==> config.mk <==
export PLATFORM = sky130hd
export DESIGN_NAME = wb_slot_alloc
export DESIGN_NICKNAME = d
export VERILOG_FILES = /design/src/rtl/wba_pkg.sv /design/src/rtl/wba_search.sv /design/src/rtl/wba_rows.sv /design/src/rtl/wb_slot_alloc.sv
export SDC_FILE = /design/constraint.sdc
export NUM_CORES = 1
export LEC_CHECK = 0
export BUFFER_PORTS_ARGS = -buffer_cell sky130_fd_sc_hd__buf_2
export CAP_MARGIN = 0
export CORE_MARGIN = 3
export CORE_UTILIZATION = 40
export DETAILED_ROUTE_END_ITERATION = 10
export SLEW_MARGIN = 20
export SYNTH_ARGS = -nofsm -noshare
export SYNTH_HDL_FRONTEND = slang
export SYNTH_SLANG_ARGS = --single-unit
==> constraint.sdc <==
create_clock -name clk -period 2.7 [get_ports clk]
set_input_delay 0.405 -clock clk [delete_from_list [all_inputs] [get_ports clk]]
set_output_delay 0.405 -clock clk [all_outputs]
set_load 0.02 [all_outputs]
==> src/rtl/wba_pkg.sv <==
// Shared helpers for the writeback slot allocator.
// Assumes: callers pass positive counts.
package wba_pkg;

    // Width needed to hold a count from 0 to n inclusive.
    function automatic int cnt_w(input int n);
        return (n < 1) ? 1 : $clog2(n + 1);
    endfunction

endpackage

==> src/rtl/wba_search.sv <==
// Slot search: places each valid request lane, in lane order, into the
// lowest free flat slot index (offset*WIDTH + slot). A lane that finds no
// free slot is reported as dropped.
// Assumes: occ reflects the window as it will look after this clock's shift.
module wba_search #(
    parameter int NREQ  = 3,
    parameter int NSLOT = 8,
    parameter int TAG_W = 8
) (
    input  logic                   clk,
    input  logic                   rst_n,
    input  logic [NSLOT-1:0]       occ,
    input  logic [NREQ-1:0]        req_valid,
    input  logic [NREQ*TAG_W-1:0]  req_tag,
    output logic [NSLOT-1:0]       wr_en,
    output logic [NSLOT*TAG_W-1:0] wr_tag,
    output logic [NREQ-1:0]        drop
);

    // Sequential first-free scan across lanes, each lane seeing earlier grants.
    always_comb begin
        logic [NSLOT-1:0] taken;
        logic             found;
        taken  = occ;
        wr_en  = '0;
        wr_tag = '0;
        drop   = '0;
        for (int i = 0; i < NREQ; i++) begin
            found = 1'b0;
            if (req_valid[i]) begin
                for (int j = 0; j < NSLOT; j++) begin
                    if (!found && !taken[j]) begin
                        taken[j] = 1'b1;
                        wr_en[j] = 1'b1;
                        wr_tag[j*TAG_W +: TAG_W] = req_tag[i*TAG_W +: TAG_W];
                        found = 1'b1;
                    end
                end
                drop[i] = !found;
            end
        end
    end

    AST_WRITE_FREE_ONLY: assert property (@(posedge clk) disable iff (!rst_n)
        (wr_en & occ) == '0);
    AST_GRANT_OR_DROP: assert property (@(posedge clk) disable iff (!rst_n)
        $countones(wr_en) + $countones(drop) == $countones(req_valid));
    AST_DROP_ONLY_WHEN_SHORT: assert property (@(posedge clk) disable iff (!rst_n)
        drop != '0 |-> $countones(~occ) < $countones(req_valid));

endmodule

==> src/rtl/wba_rows.sv <==
// Row store: DEPTH rows of WIDTH slots that shift one place toward the head
// each clock. Flat write index k*WIDTH+s lands in row k after the shift.
// Each row keeps its own occupancy count.
// Assumes: a write never targets a slot that is occupied after the shift.
module wba_rows #(
    parameter int DEPTH = 4,
    parameter int WIDTH = 2,
    parameter int TAG_W = 8,
    localparam int NSLOT = DEPTH * WIDTH,
    localparam int CW    = wba_pkg::cnt_w(WIDTH)
) (
    input  logic                   clk,
    input  logic                   rst_n,
    input  logic [NSLOT-1:0]       wr_en,
    input  logic [NSLOT*TAG_W-1:0] wr_tag,
    output logic [NSLOT-1:0]       occ,
    output logic [WIDTH-1:0]       head_valid,
    output logic [WIDTH*TAG_W-1:0] head_tag,
    output logic [CW-1:0]          head_count
);

    logic [WIDTH-1:0]       vld [DEPTH];
    logic [WIDTH*TAG_W-1:0] tag [DEPTH];
    logic [CW-1:0]          cnt [DEPTH];
    logic [WIDTH-1:0]       src_v [DEPTH];
    logic [WIDTH*TAG_W-1:0] src_t [DEPTH];
    logic [CW-1:0]          src_c [DEPTH];

    for (genvar k = 0; k < DEPTH; k++) begin : g_src
        if (k < DEPTH - 1) begin : g_mid
            // Row k takes row k+1's contents at the next clock.
            assign src_v[k] = vld[k+1];
            assign src_t[k] = tag[k+1];
            assign src_c[k] = cnt[k+1];
        end else begin : g_tail
            // The tail takes a fresh empty row.
            assign src_v[k] = '0;
            assign src_t[k] = '0;
            assign src_c[k] = '0;
        end
        assign occ[k*WIDTH +: WIDTH] = src_v[k];
    end

    // Shift every row toward the head and merge this cycle's writes.
    always_ff @(posedge clk) begin
        for (int k = 0; k < DEPTH; k++) begin
            if (!rst_n) begin
                vld[k] <= '0;
                tag[k] <= '0;
                cnt[k] <= '0;
            end else begin
                for (int s = 0; s < WIDTH; s++) begin
                    vld[k][s] <= src_v[k][s] | wr_en[k*WIDTH+s];
                    tag[k][s*TAG_W +: TAG_W] <= wr_en[k*WIDTH+s]
                        ? wr_tag[(k*WIDTH+s)*TAG_W +: TAG_W]
                        : src_t[k][s*TAG_W +: TAG_W];
                end
                cnt[k] <= src_c[k] + CW'($countones(wr_en[k*WIDTH +: WIDTH]));
            end
        end
    end

    assign head_valid = vld[0];
    assign head_tag   = tag[0];
    assign head_count = cnt[0];

    AST_HEAD_COUNT_MATCH: assert property (@(posedge clk) disable iff (!rst_n)
        int'(cnt[0]) == $countones(vld[0]));
    AST_HEAD_PREFIX: assert property (@(posedge clk) disable iff (!rst_n)
        (({1'b0, vld[0]} + 1'b1) & {1'b0, vld[0]}) == '0);
    AST_TAIL_FRESH: assert property (@(posedge clk) disable iff (!rst_n)
        wr_en[(DEPTH-1)*WIDTH +: WIDTH] == '0 |=> vld[DEPTH-1] == '0);

    for (genvar k = 0; k < DEPTH - 1; k++) begin : g_chk
        AST_SHIFT_TOWARD_HEAD: assert property (@(posedge clk) disable iff (!rst_n)
            vld[k+1] != '0 |=> (vld[k] & $past(vld[k+1])) == $past(vld[k+1]));
    end

endmodule

==> src/rtl/wb_slot_alloc.sv <==
// Writeback slot allocator top: couples the slot search to the row store.
// Requests are placed against the window as it will stand after this
// clock's shift, so an empty window gives one cycle from offer to head.
// Assumes: requests that find no room may be lost; overflow reports them.
module wb_slot_alloc #(
    parameter int WIDTH = 2,
    parameter int DEPTH = 4,
    parameter int NREQ  = 3,
    parameter int TAG_W = 8,
    localparam int NSLOT = WIDTH * DEPTH,
    localparam int CW    = wba_pkg::cnt_w(WIDTH)
) (
    input  logic                   clk,
    input  logic                   rst_n,
    input  logic [NREQ-1:0]        req_valid,
    input  logic [NREQ*TAG_W-1:0]  req_tag,
    output logic [WIDTH-1:0]       head_valid,
    output logic [WIDTH*TAG_W-1:0] head_tag,
    output logic [CW-1:0]          head_count,
    output logic                   overflow
);

    logic [NSLOT-1:0]       occ;
    logic [NSLOT-1:0]       wr_en;
    logic [NSLOT*TAG_W-1:0] wr_tag;
    logic [NREQ-1:0]        drop;

    wba_search #(.NREQ(NREQ), .NSLOT(NSLOT), .TAG_W(TAG_W)) i_search (
        .clk(clk), .rst_n(rst_n), .occ(occ),
        .req_valid(req_valid), .req_tag(req_tag),
        .wr_en(wr_en), .wr_tag(wr_tag), .drop(drop)
    );

    wba_rows #(.DEPTH(DEPTH), .WIDTH(WIDTH), .TAG_W(TAG_W)) i_rows (
        .clk(clk), .rst_n(rst_n), .wr_en(wr_en), .wr_tag(wr_tag),
        .occ(occ), .head_valid(head_valid), .head_tag(head_tag),
        .head_count(head_count)
    );

    // Any dropped lane raises the flag in its own cycle.
    assign overflow = |drop;

    AST_OVERFLOW_NEEDS_REQ: assert property (@(posedge clk) disable iff (!rst_n)
        overflow |-> req_valid != '0);
    AST_NO_OVERFLOW_WITH_ROOM: assert property (@(posedge clk) disable iff (!rst_n)
        $countones(~occ) >= $countones(req_valid) |-> !overflow);

endmodule

Word-level counts from Yosys, hierarchy flattened --
Memory sizes are Yosys's and may differ from the RTL's. Cells that the tools add are included.
Storage, ports and cells: flip-flop bits (word level) 0, bits in writable memories 80, input port bits 29, output and inout port bits 21, memories kept 3
Memory list:
- i_rows.tag | depth 4, bits a word 16, read ports 4, clocked after memory_dff 0, write ports 4, line wba_rows.sv:23 | logic [WIDTH*TAG_W-1:0] tag [DEPTH];
- i_rows.cnt | depth 4, bits a word 2, read ports 4, clocked after memory_dff 0, write ports 4, line wba_rows.sv:24 | logic [CW-1:0] cnt [DEPTH];
- i_rows.vld | depth 4, bits a word 2, read ports 4, clocked after memory_dff 0, write ports 4, line wba_rows.sv:22 | logic [WIDTH-1:0] vld [DEPTH];
Operators by class: $add $sub $neg 7, multiplexer cells 145, bitwise operators 26, reductions and logical operators 61
Operators with widths (count):
- $mux W8 | 45
- $mux W64 | 3
- $mux W1 | 93
- $logic_not A1 Y1 | 41
- $or A1 B1 Y1 | 26
- $logic_and A1 B1 Y1 | 19
- $add A1 B1 Y2 | 4
- $mux W2 | 4
- $add A2 B2 Y2 | 3
- $reduce_or A3 Y1 | 1

Longest topological paths before layout --
Gate-level depths: netlist of the first run. An unclocked memory read counts as a cell.
depth in word-level cells 88, gate-level depth with buffers 12

By module --
A second synthesis of the first run with hierarchy kept.
Unflattened totals: cell total of the unflattened synthesis 513, area, all modules 4704.5 um^2
By module, submodules not included:
- wba_rows | times used 1, cells each 234, area each 2817.7 um^2
- wba_search | times used 1, cells each 278, area each 1880.6 um^2
- wb_slot_alloc | times used 1, cells each 1, area each 6.3 um^2

Least setup slack after synthesis of the first run --
Ideal clock, no wire load.
path kind in2reg, from input port req_valid[1], to memory i_rows.cnt[1][0] (netlist name), setup time 0.115 ns, arrival 2.536 ns, setup slack 0.049 ns, stages on the path 8, buffers on the path 1, cells stage by stage buf_6 maj3_2 a211o_1 a2111oi_4 nor3_2 inv_1 fa_1 and2_1
RTL lines:
- from (decl) | line wb_slot_alloc.sv:15 | input logic [NREQ-1:0] req_valid,
- to (decl) | line wba_rows.sv:24

==> summary.md, run 1 <==
| Metric | Value |
|---|---|
| Status | `finished, final reports clean` |
| Fin nets | `604` |
| Post-Syn Nets | `547` |
| Total grt overflow | `0` |
| DIE HEIGHT | `111 um` |
| Port Buffer Count | `49` |
| RSZ-0062 raised after global routing | `no` |
| I/O pins | `50` |
| Seq cells post-synth | `80` |
| Most frequent cells in the layout | `77 x dfxtp_1, 66 x nand2_1, 49 x buf_2` |
| HPWL Detailed | `9.92 mm` |
| Critical path's largest stage delay | `490 ps` |
| Most common cell after layout, fill and taps aside | `dfxtp_1` |
| Critical Path Sink Type | `output port` |
| Vias in the first global route | `4114` |
| Slew Viols, Final | `0` |
| Slack of the critical path | `203 ps` |
| CTS buffer count | `9` |
| Synth Flop Type | `dfxtp_1` |
| Final period util | `92.5%` |
| Hold WC Path Type | `in2reg` |
| CTS tree | `yes` |
| Clock Path Buffers | `2` |
| Max Clock Freq | `0.400 GHz` |
| CTS H-tree lvls | `3` |
| Root Buffer | `clkbuf_8` |
| Syn Inst Count | `514` |
| Largest net degree at the start of global routing | `35` |
| Detailed Route Iter0 Violations | `603` |
| WL per Instance | `18.9 um` |
| ANT cells | `0` |
| First-pass GRT wire length | `21.9 mm` |
| # setup viols final | `0` |
| Peak supply drop | `0.000266 V` |
| Vias/cell | `6.05` |
| Clk_skew | `13.1 ps` |
| Vias | `4310` |
| Slew @ Worst Pin | `1020 ps` |
| Clock latency at the later pin of the worst-skew pair | `360 ps` |
| CP Class | `reg2out` |
| Share of post-route cells with drive strength above 1 | `23.4%` |
| Max FO, Critical Path | `12` |
| CP Cell Sequence | `maj3_2 -> o21ai_4 -> a2111oi_4 -> and3_1 -> buf_2` |
| Post-synth EDFFs | `0` |
| Final antenna-violating net count | `0` |
| Remaining DRCs | `0` |
| Max-cap violations | `0` |
| Pre-Repair DR Iteration Count | `6` |
| Syn Area/Cell | `8.59 sq um` |
| Sequential-to-total area share from yosys stat | `36.3%` |
| Total GRT Usage | `21.4%` |
| Synth async-reset ratio | `0%` |
| Core Rows | `37` |
| Slew headroom | `31.6%` |
| CP arrival | `2090 ps` |
| Hold_ws | `405 ps` |
| Die area | `12300 sq um` |
| Hold Fails Final Rpt | `0` |
| Setup Fix Bufs, Post-CTS | `0` |
| Synth cell types | `58` |
| Wirelength, routed | `13.4 mm` |
| Max stage delay cell, worst path | `a2111oi_4` |
| Starting density of the core | `42.0%` |
| Chip Width | `111 um` |
| P_leak | `1.95 nW` |
| P&R area growth vs syn | `16.9%` |
| Startpoint Class | `register` |
| Worst endpoint required time | `2300 ps` |
| Initial antenna violation count | `0` |
| CTS clk-pin slew, worst paths | `90 ps` |
| Clk sink count | `80` |
| Core ar. | `10500 sq um` |
| Mapped cell area | `4420 sq um` |
| Final core utilization | `49.1%` |
| Warnings, synthesis | `0` |
| Pwr per Cell Area | `497 nW/um^2` |
| Min Tclk post-route | `2500 ps` |
| Final setup TNS | `0 ps` |
| Pre-CTS setup slack | `93.7 ps` |
| Placer Congestion | `0.890` |
synthesized netlist by cell type, drive strengths merged, types with 11 or more instances:
cell type   n  area share (%)
a31oi      14             2.3
nor2       37             3.3
a21oi      49             6.0
inv        12             1.0
clkbuf     14             1.2
buf        25             3.1
o21a       11             1.9
dfxtp      80              36
nand2      66             5.6
nor3       20             3.7
a222oi     24             5.4
o21ai      33             4.0
a221o      14             3.2
where the power goes:
| part | switching [mW] | leakage (nW) | total [mW] | internal (mW) |
|---|---|---|---|---|
| combinational | 0.213 | 1.18 | 0.313 | 0.0991 |
| clock | 0.498 | 0.118 | 1.04 | 0.542 |
| sequential | 0.00661 | 0.650 | 1.21 | 1.20 |
| total | 0.718 | 1.95 | 2.56 | 1.85 |
worst paths after layout:
kind	start	end	slack, ps	cells past startpoint
max	i_rows.vld[2][0]$_SDFF_PN0_	overflow	200	5
min	req_tag[3]	i_rows.tag[0][3]$_SDFF_PN0_	400	3
max reg2reg	i_rows.vld[1][1]$_DFF_P_	i_rows.cnt[2][0]$_SDFF_PN0_	280	8
min reg2reg	i_rows.tag[2][3]$_SDFF_PN0_	i_rows.tag[1][3]$_SDFF_PN0_	450	2
per-layer routing:
metal | up-vias | GRT usage (%) | part of all wire, %
met3 | 13 | 4.20 | 9.1
met4 | 0 | 7.14 | 1.2
met2 | 222 | 33.3 | 46
met5 | - | 0 | 0
li1 | 2063 | - | -
met1 | 2012 | 29.8 | 44
flip-flops by register name, indices dropped and copies added, names as in the netlist:
name        cells
i_rows.cnt      8
i_rows.tag     64
i_rows.vld      8
area by class of cell:
type                    count  area (sq um)
clock buffers               9           124
fillers                   974          5350
inverters                  13          48.8
multi-input cells         382          2590
clock inverters             7           109
well taps                 136           170
flip-flops and latches     80          1610
repair buffers             85           515
kinds of logic (layout without fill, tap and decap cells):
kind of cell / after synthesis / after routing / share of synthesized area, %
xor+xnor: 7 / 7 / 1.39
compound gates: 194 / 194 / 33.8
fa+ha+maj: 7 / 7 / 2.35
simple gates: 166 / 166 / 19.0
buf+inv: 52 / 114 / 5.41
flops: 80 / 80 / 36.3
mux: 8 / 8 / 1.81
critical path: cells and delay by family, from the launching register on:
| family | cells | cell delay, ps |
|---|---|---|
| compound gates | 2 | 590 |
| fa+ha+maj | 1 | 300 |
| buf+inv | 1 | 170 |
| flops | 1 | 450 |
| simple gates | 1 | 230 |
metrics by stage:
| step | std cells | total power, mW | instance area [sq um] |
|---|---|---|---|
| floorplan | 514 | 1.41 | 4420 |
| global placement | 696 | 1.54 | 4920 |
| detailed placement | 696 | 1.55 | 4920 |
| CTS | 712 | 2.58 | 5150 |
| global route | 712 | 2.67 | 5160 |
| finish | 712 | 2.56 | 5160 |
what timing repair did:
item / 4_1_cts / 5_1_grt
hold endpoints to repair: 0 / 0
resized for setup: 0 / 4
setup endpoints to repair: 0 / 8
hold buffers: 0 / 0
Note: power is estimated with default switching activity, not from simulation.
==> run 2, diff against run 1 <==
--- a/config.mk
+++ b/config.mk
@@ -7,7 +7,7 @@
 export LEC_CHECK = 0
 export BUFFER_PORTS_ARGS = -buffer_cell sky130_fd_sc_hd__buf_2
 export CAP_MARGIN = 0
-export CORE_MARGIN = 3
+export CORE_MARGIN = 2
 export CORE_UTILIZATION = 40
 export DETAILED_ROUTE_END_ITERATION = 10
 export SLEW_MARGIN = 20
==> summary.md, run 2 (synthesis results as in run 1) <==
| Metric | Value |
|---|---|
| Final antenna-violating net count | `0` |
| Regs by FF count | `i_rows.tag (64), i_rows.cnt (8), i_rows.vld (8)` |
| P_leak | `1.90 nW` |
| Vias in the first global route | `3930` |
| First-pass GRT wire length | `20.7 mm` |
| HPWL Detailed | `9.56 mm` |
| Worst Setup SP | `i_rows.vld[2][1]$_SDFF_PN0_` |
| Remaining DRCs | `0` |
| Final period util | `94.4%` |
| CP arrival | `2140 ps` |
| Vias | `4241` |
| Starting density of the core | `40.9%` |
| Largest net degree at the start of global routing | `30` |
| Port Buffer Count | `49` |
| Total grt overflow | `0` |
| RSZ-0062 raised after global routing | `no` |
| Inst Count DP | `697` |
| I/O pins | `50` |
| Max FO, Critical Path | `13` |
| Hold WC Path Type | `in2reg` |
| Largest Register | `i_rows.tag` |
| Clk_skew | `8.57 ps` |
| Most common cell after layout, fill and taps aside | `dfxtp_1` |
| Setup Fix Bufs, Post-CTS | `0` |
| Chip Width | `109 um` |
| Initial antenna violation count | `0` |
| Worst endpoint required time | `2300 ps` |
| Critical Path Sink Type | `output port` |
| Min Tclk post-route | `2550 ps` |
| Startpoint Class | `register` |
| Core Rows | `38` |
| Root Buffer | `clkbuf_8` |
| Share of post-route cells with drive strength above 1 | `22.5%` |
| Pwr per Cell Area | `458 nW/um^2` |
| Fin nets | `601` |
| CTS clk-pin slew, worst paths | `80 ps` |
| Slew Viols, Final | `0` |
| Hold_sp | `req_tag[3]` |
| FF+latch area | `1600 sq um` |
| # setup viols final | `0` |
| Area of the multi-input gates | `2580 sq um` |
| WL per Instance | `18.2 um` |
| Clock Path Buffers | `2` |
| Clock latency at the later pin of the worst-skew pair | `370 ps` |
| Max-cap violations | `0` |
| Detailed Route Iter0 Violations | `638` |
| Max Clock Freq | `0.392 GHz` |
| Total GRT Usage | `22.6%` |
| Overall power | `2.33 mW` |
| CTS buffer count | `9` |
| Hold_ws | `401 ps` |
| # fillers | `1047` |
| ANT cells | `0` |
| DIE HEIGHT | `109 um` |
| Most frequent cells in the layout | `78 x dfxtp_1, 66 x nand2_1, 49 x buf_2` |
| CTS Hold Buffers Added | `0` |
| CTS tree | `yes` |
| Placer Congestion | `0.941` |
| Wirelength, routed | `13.0 mm` |
| Max reg flops | `64` |
| Final setup TNS | `0 ps` |
| Clk sink count | `80` |
| P&R area growth vs syn | `15.0%` |
| Core ar. | `10800 sq um` |
| CP Class | `reg2out` |
| Final core utilization | `47.0%` |
| Post-Layout Cell Count | `713` |
| Pre-Repair DR Iteration Count | `8` |
| Die area | `11900 sq um` |
| Peak supply drop | `0.000215 V` |
| Slew @ Worst Pin | `1020 ps` |
| Post_cts resized | `0` |
| Hold Fails Final Rpt | `0` |
| Status | `finished, final reports clean` |
| CTS H-tree lvls | `3` |
| Slew headroom | `31.6%` |
| R2R Path Start | `i_rows.vld[2][1]$_SDFF_PN0_` |
| Vias/cell | `5.95` |
## run 2: worst paths after layout
kind | depth (start not counted) | slack [ps] | end
hold reg to reg | 2 | 440 | i_rows.tag[0][7]$_SDFF_PN0_
setup / recovery | 5 | 150 | overflow
setup reg to reg | 7 | 250 | i_rows.tag[2][8]$_SDFF_PN0_
hold / removal | 3 | 400 | i_rows.tag[0][3]$_SDFF_PN0_
## run 2: area by class of cell
class	instances	share of cell area (%)
clock buffer	12	2.86
clock inverter	4	0.567
inverter	13	0.961
multi-input combinational	382	50.9
sequential	80	31.6
tap	140	3.45
timing repair buffer	82	9.71
## run 2: critical path, stage by stage, from the launching register on
cell      delay, ps
dfxtp_1         440
maj3_1          410
a221oi_2        440
nor4_2          110
and3_1          220
buf_2           160
## run 2: per-layer routing
layer | track usage [%] | share of wire [%]
met1 | 31.6 | 46
met2 | 34.3 | 44
met3 | 3.11 | 7.1
met4 | 10.4 | 2.6
met5 | 0 | 0
## run 2: report_power, final
group	switching (mW)	total, mW	internal [mW]
registers	0.00600	1.21	1.20
clock network	0.449	0.810	0.361
logic	0.209	0.306	0.0973
total	0.663	2.33	1.66
## run 2: through the flow
step	area, sq um	setup slack (ps)
6_report	5080	150
5_1_grt	5080	15.2
4_1_cts	5070	1.64
3_5_place_dp	4900	125
3_3_place_gp	4900	150
2_1_floorplan	4420	49.2
==> run 3, diff against run 2 <==
--- a/config.mk
+++ b/config.mk
@@ -8,7 +8,7 @@
 export BUFFER_PORTS_ARGS = -buffer_cell sky130_fd_sc_hd__buf_2
 export CAP_MARGIN = 0
 export CORE_MARGIN = 2
-export CORE_UTILIZATION = 40
+export CORE_UTILIZATION = 28
 export DETAILED_ROUTE_END_ITERATION = 10
 export SLEW_MARGIN = 20
 export SYNTH_ARGS = -nofsm -noshare
==> summary.md, run 3 (synthesis results as in run 1) <==
| Metric | Value |
|---|---|
| Hold_sp | `req_tag[3]` |
| Starting density of the core | `28.8%` |
| Vias in the first global route | `4313` |
| Most frequent cells in the layout | `78 x dfxtp_1, 66 x nand2_1, 49 x buf_2` |
| CTS H-tree lvls | `3` |
| Vias | `4312` |
| Area post-placement | `5020 sq um` |
| Max stage delay cell, worst path | `fa_1` |
| Worst endpoint required time | `2910 ps` |
| Met1 wire length | `6.02 mm` |
| Peak supply drop | `0.000310 V` |
| Clk_skew | `5.46 ps` |
| WL per Instance | `17.7 um` |
| Hold depth | `3` |
| CTS clk-pin slew, worst paths | `60 ps` |
| Max-cap violations | `0` |
| Max reg flops | `64` |
| Critical Path Sink Type | `register` |
| Slew @ Worst Pin | `1120 ps` |
| Worst path top cell family by delay | `compound AO/OA/AOI/OAI gates` |
| Root Buffer | `clkbuf_16` |
| Most common cell after layout, fill and taps aside | `dfxtp_1` |
| Pwr per Cell Area | `507 nW/um^2` |
| Final period util | `91.7%` |
| Fin nets | `606` |
| # setup viols final | `0` |
| P&R area growth vs syn | `20.6%` |
| CP bufs+invs | `2` |
| R2R Path End | `i_rows.cnt[2][1]$_SDFF_PN0_` |
| Met2 wire length | `6.45 mm` |
| Slew headroom | `25.0%` |
| Die area | `16800 sq um` |
| Core ar. | `15300 sq um` |
| Vias/cell | `5.45` |
| Share of post-route cells with drive strength above 1 | `23.5%` |
| Clock latency at the later pin of the worst-skew pair | `350 ps` |
| Worst Setup SP | `i_rows.vld[2][0]$_SDFF_PN0_` |
| Top cell by count, worst path | `buf_4` |
| Final Cell Area | `5330 sq um` |
| Startpoint Class | `register` |
| First-pass GRT wire length | `22.6 mm` |
| Largest Register | `i_rows.tag` |
| CP arrival | `2680 ps` |
| Slack of the critical path | `224 ps` |
| Core Rows | `45` |
| RSZ-0062 raised after global routing | `no` |
| Slew Viols, Final | `0` |
| Clk sink count | `80` |
| Reg2reg setup slack | `220 ps` |
| R2R Path Start | `i_rows.vld[2][0]$_SDFF_PN0_` |
| # fillers | `1608` |
| HPWL Detailed | `10.5 mm` |
| Hold WC Path Type | `in2reg` |
| Hold Path End | `i_rows.tag[0][3]$_SDFF_PN0_` |
| Max Clock Freq | `0.404 GHz` |
| CP Cell Sequence | `buf_4 -> and3_1 -> a21oi_4 -> a2111oi_4 -> buf_4 -> a21o_1 -> nand2_1 -> fa_1 -> xor2_1 -> nor2_1` |
| Regs by FF count | `i_rows.tag (64), i_rows.cnt (8), i_rows.vld (8)` |
| Reg2Reg Depth | `10` |
| Final core utilization | `34.8%` |
| Total GRT Usage | `17.1%` |
| Pre-CTS setup slack | `63.8 ps` |
| Critical path's largest stage delay | `420 ps` |
| Final setup TNS | `0 ps` |
| Final antenna-violating net count | `0` |
| Total grt overflow | `0` |
| Met3 Wirelength | `1.08 mm` |
| Chip Width | `130 um` |
| Max FO, Critical Path | `8` |
| Placer Congestion | `0.884` |
| CTS Hold Buffers Added | `0` |
| P_leak | `1.97 nW` |
| CTS tree | `yes` |
| Pre-Repair DR Iteration Count | `10` |
| CP Class | `reg2reg` |
| I/O pins | `50` |
| DIE HEIGHT | `130 um` |
| Min Tclk post-route | `2480 ps` |
| Port Buffer Count | `49` |
| Clock Path Buffers | `2` |
| Status | `finished, final reports clean` |
| Top Metal Used | `met4` |
| Largest net degree at the start of global routing | `30` |
| Wirelength, routed | `14.0 mm` |
| Hold Fails Final Rpt | `0` |
| Remaining DRCs | `0` |
| Overall power | `2.70 mW` |
| CTS buffer count | `9` |
| Initial antenna violation count | `1` |
| Detailed Route Iter0 Violations | `476` |
==> run 3: metrics by stage <==
stage               hold WS, ps  instances
floorplan                   422        514
global placement            433        772
detailed placement          432        772
CTS                         416        788
global route                446        790
finish                      430        791
==> run 3: power by group <==
group          internal [mW]  switching, mW
sequential              1.21        0.00661
clock                  0.655          0.515
combinational          0.100          0.219
total                   1.96          0.740
==> run 3: cell type report <==
cell class / count / area, sq um / share of cell area [%]
multi-input combinational: 382 / 2590 / 48.7
sequential: 80 / 1600 / 30.1
timing repair buffer: 87 / 531 / 9.96
tap: 211 / 264 / 4.96
clock buffer: 11 / 243 / 4.56
inverter: 13 / 48.8 / 0.916
clock inverter: 5 / 40.0 / 0.752
antenna: 2 / 5.00 / 0.0939
==> run 3: what timing repair did <==
| item | CTS | global route |
|---|---|---|
| buffers inserted | 0 | 1 |
| endpoints found under the setup margin | 0 | 4 |
| gates resized for setup | 0 | 4 |
==> run 3: how the worst max path moves through the flow <==
stage / cells after the start / slack (ps) / end
2_1_floorplan: 8 / 50 / i_rows.cnt[1][0]$_SDFF_PN0_
3_3_place_gp: 10 / 150 / i_rows.cnt[1][1]$_SDFF_PN0_
3_5_place_dp: 10 / 60 / i_rows.cnt[1][1]$_SDFF_PN0_
4_1_cts: 5 / 60 / overflow
5_1_grt: 10 / 70 / i_rows.cnt[2][1]$_SDFF_PN0_
6_report: 10 / 220 / i_rows.cnt[2][1]$_SDFF_PN0_
==> run 3: per-layer routing <==
metal / GRT usage [%] / up-vias
met5: 0 / -
met4: 9.80 / 0
met3: 3.18 / 32
met2: 27.2 / 209
met1: 21.7 / 2005
li1: - / 2066
==> run 3: worst min-delay path, cell delays in order <==
cell and delay, ps:
buf_2 150, nand2_1 90, a31oi_1 70
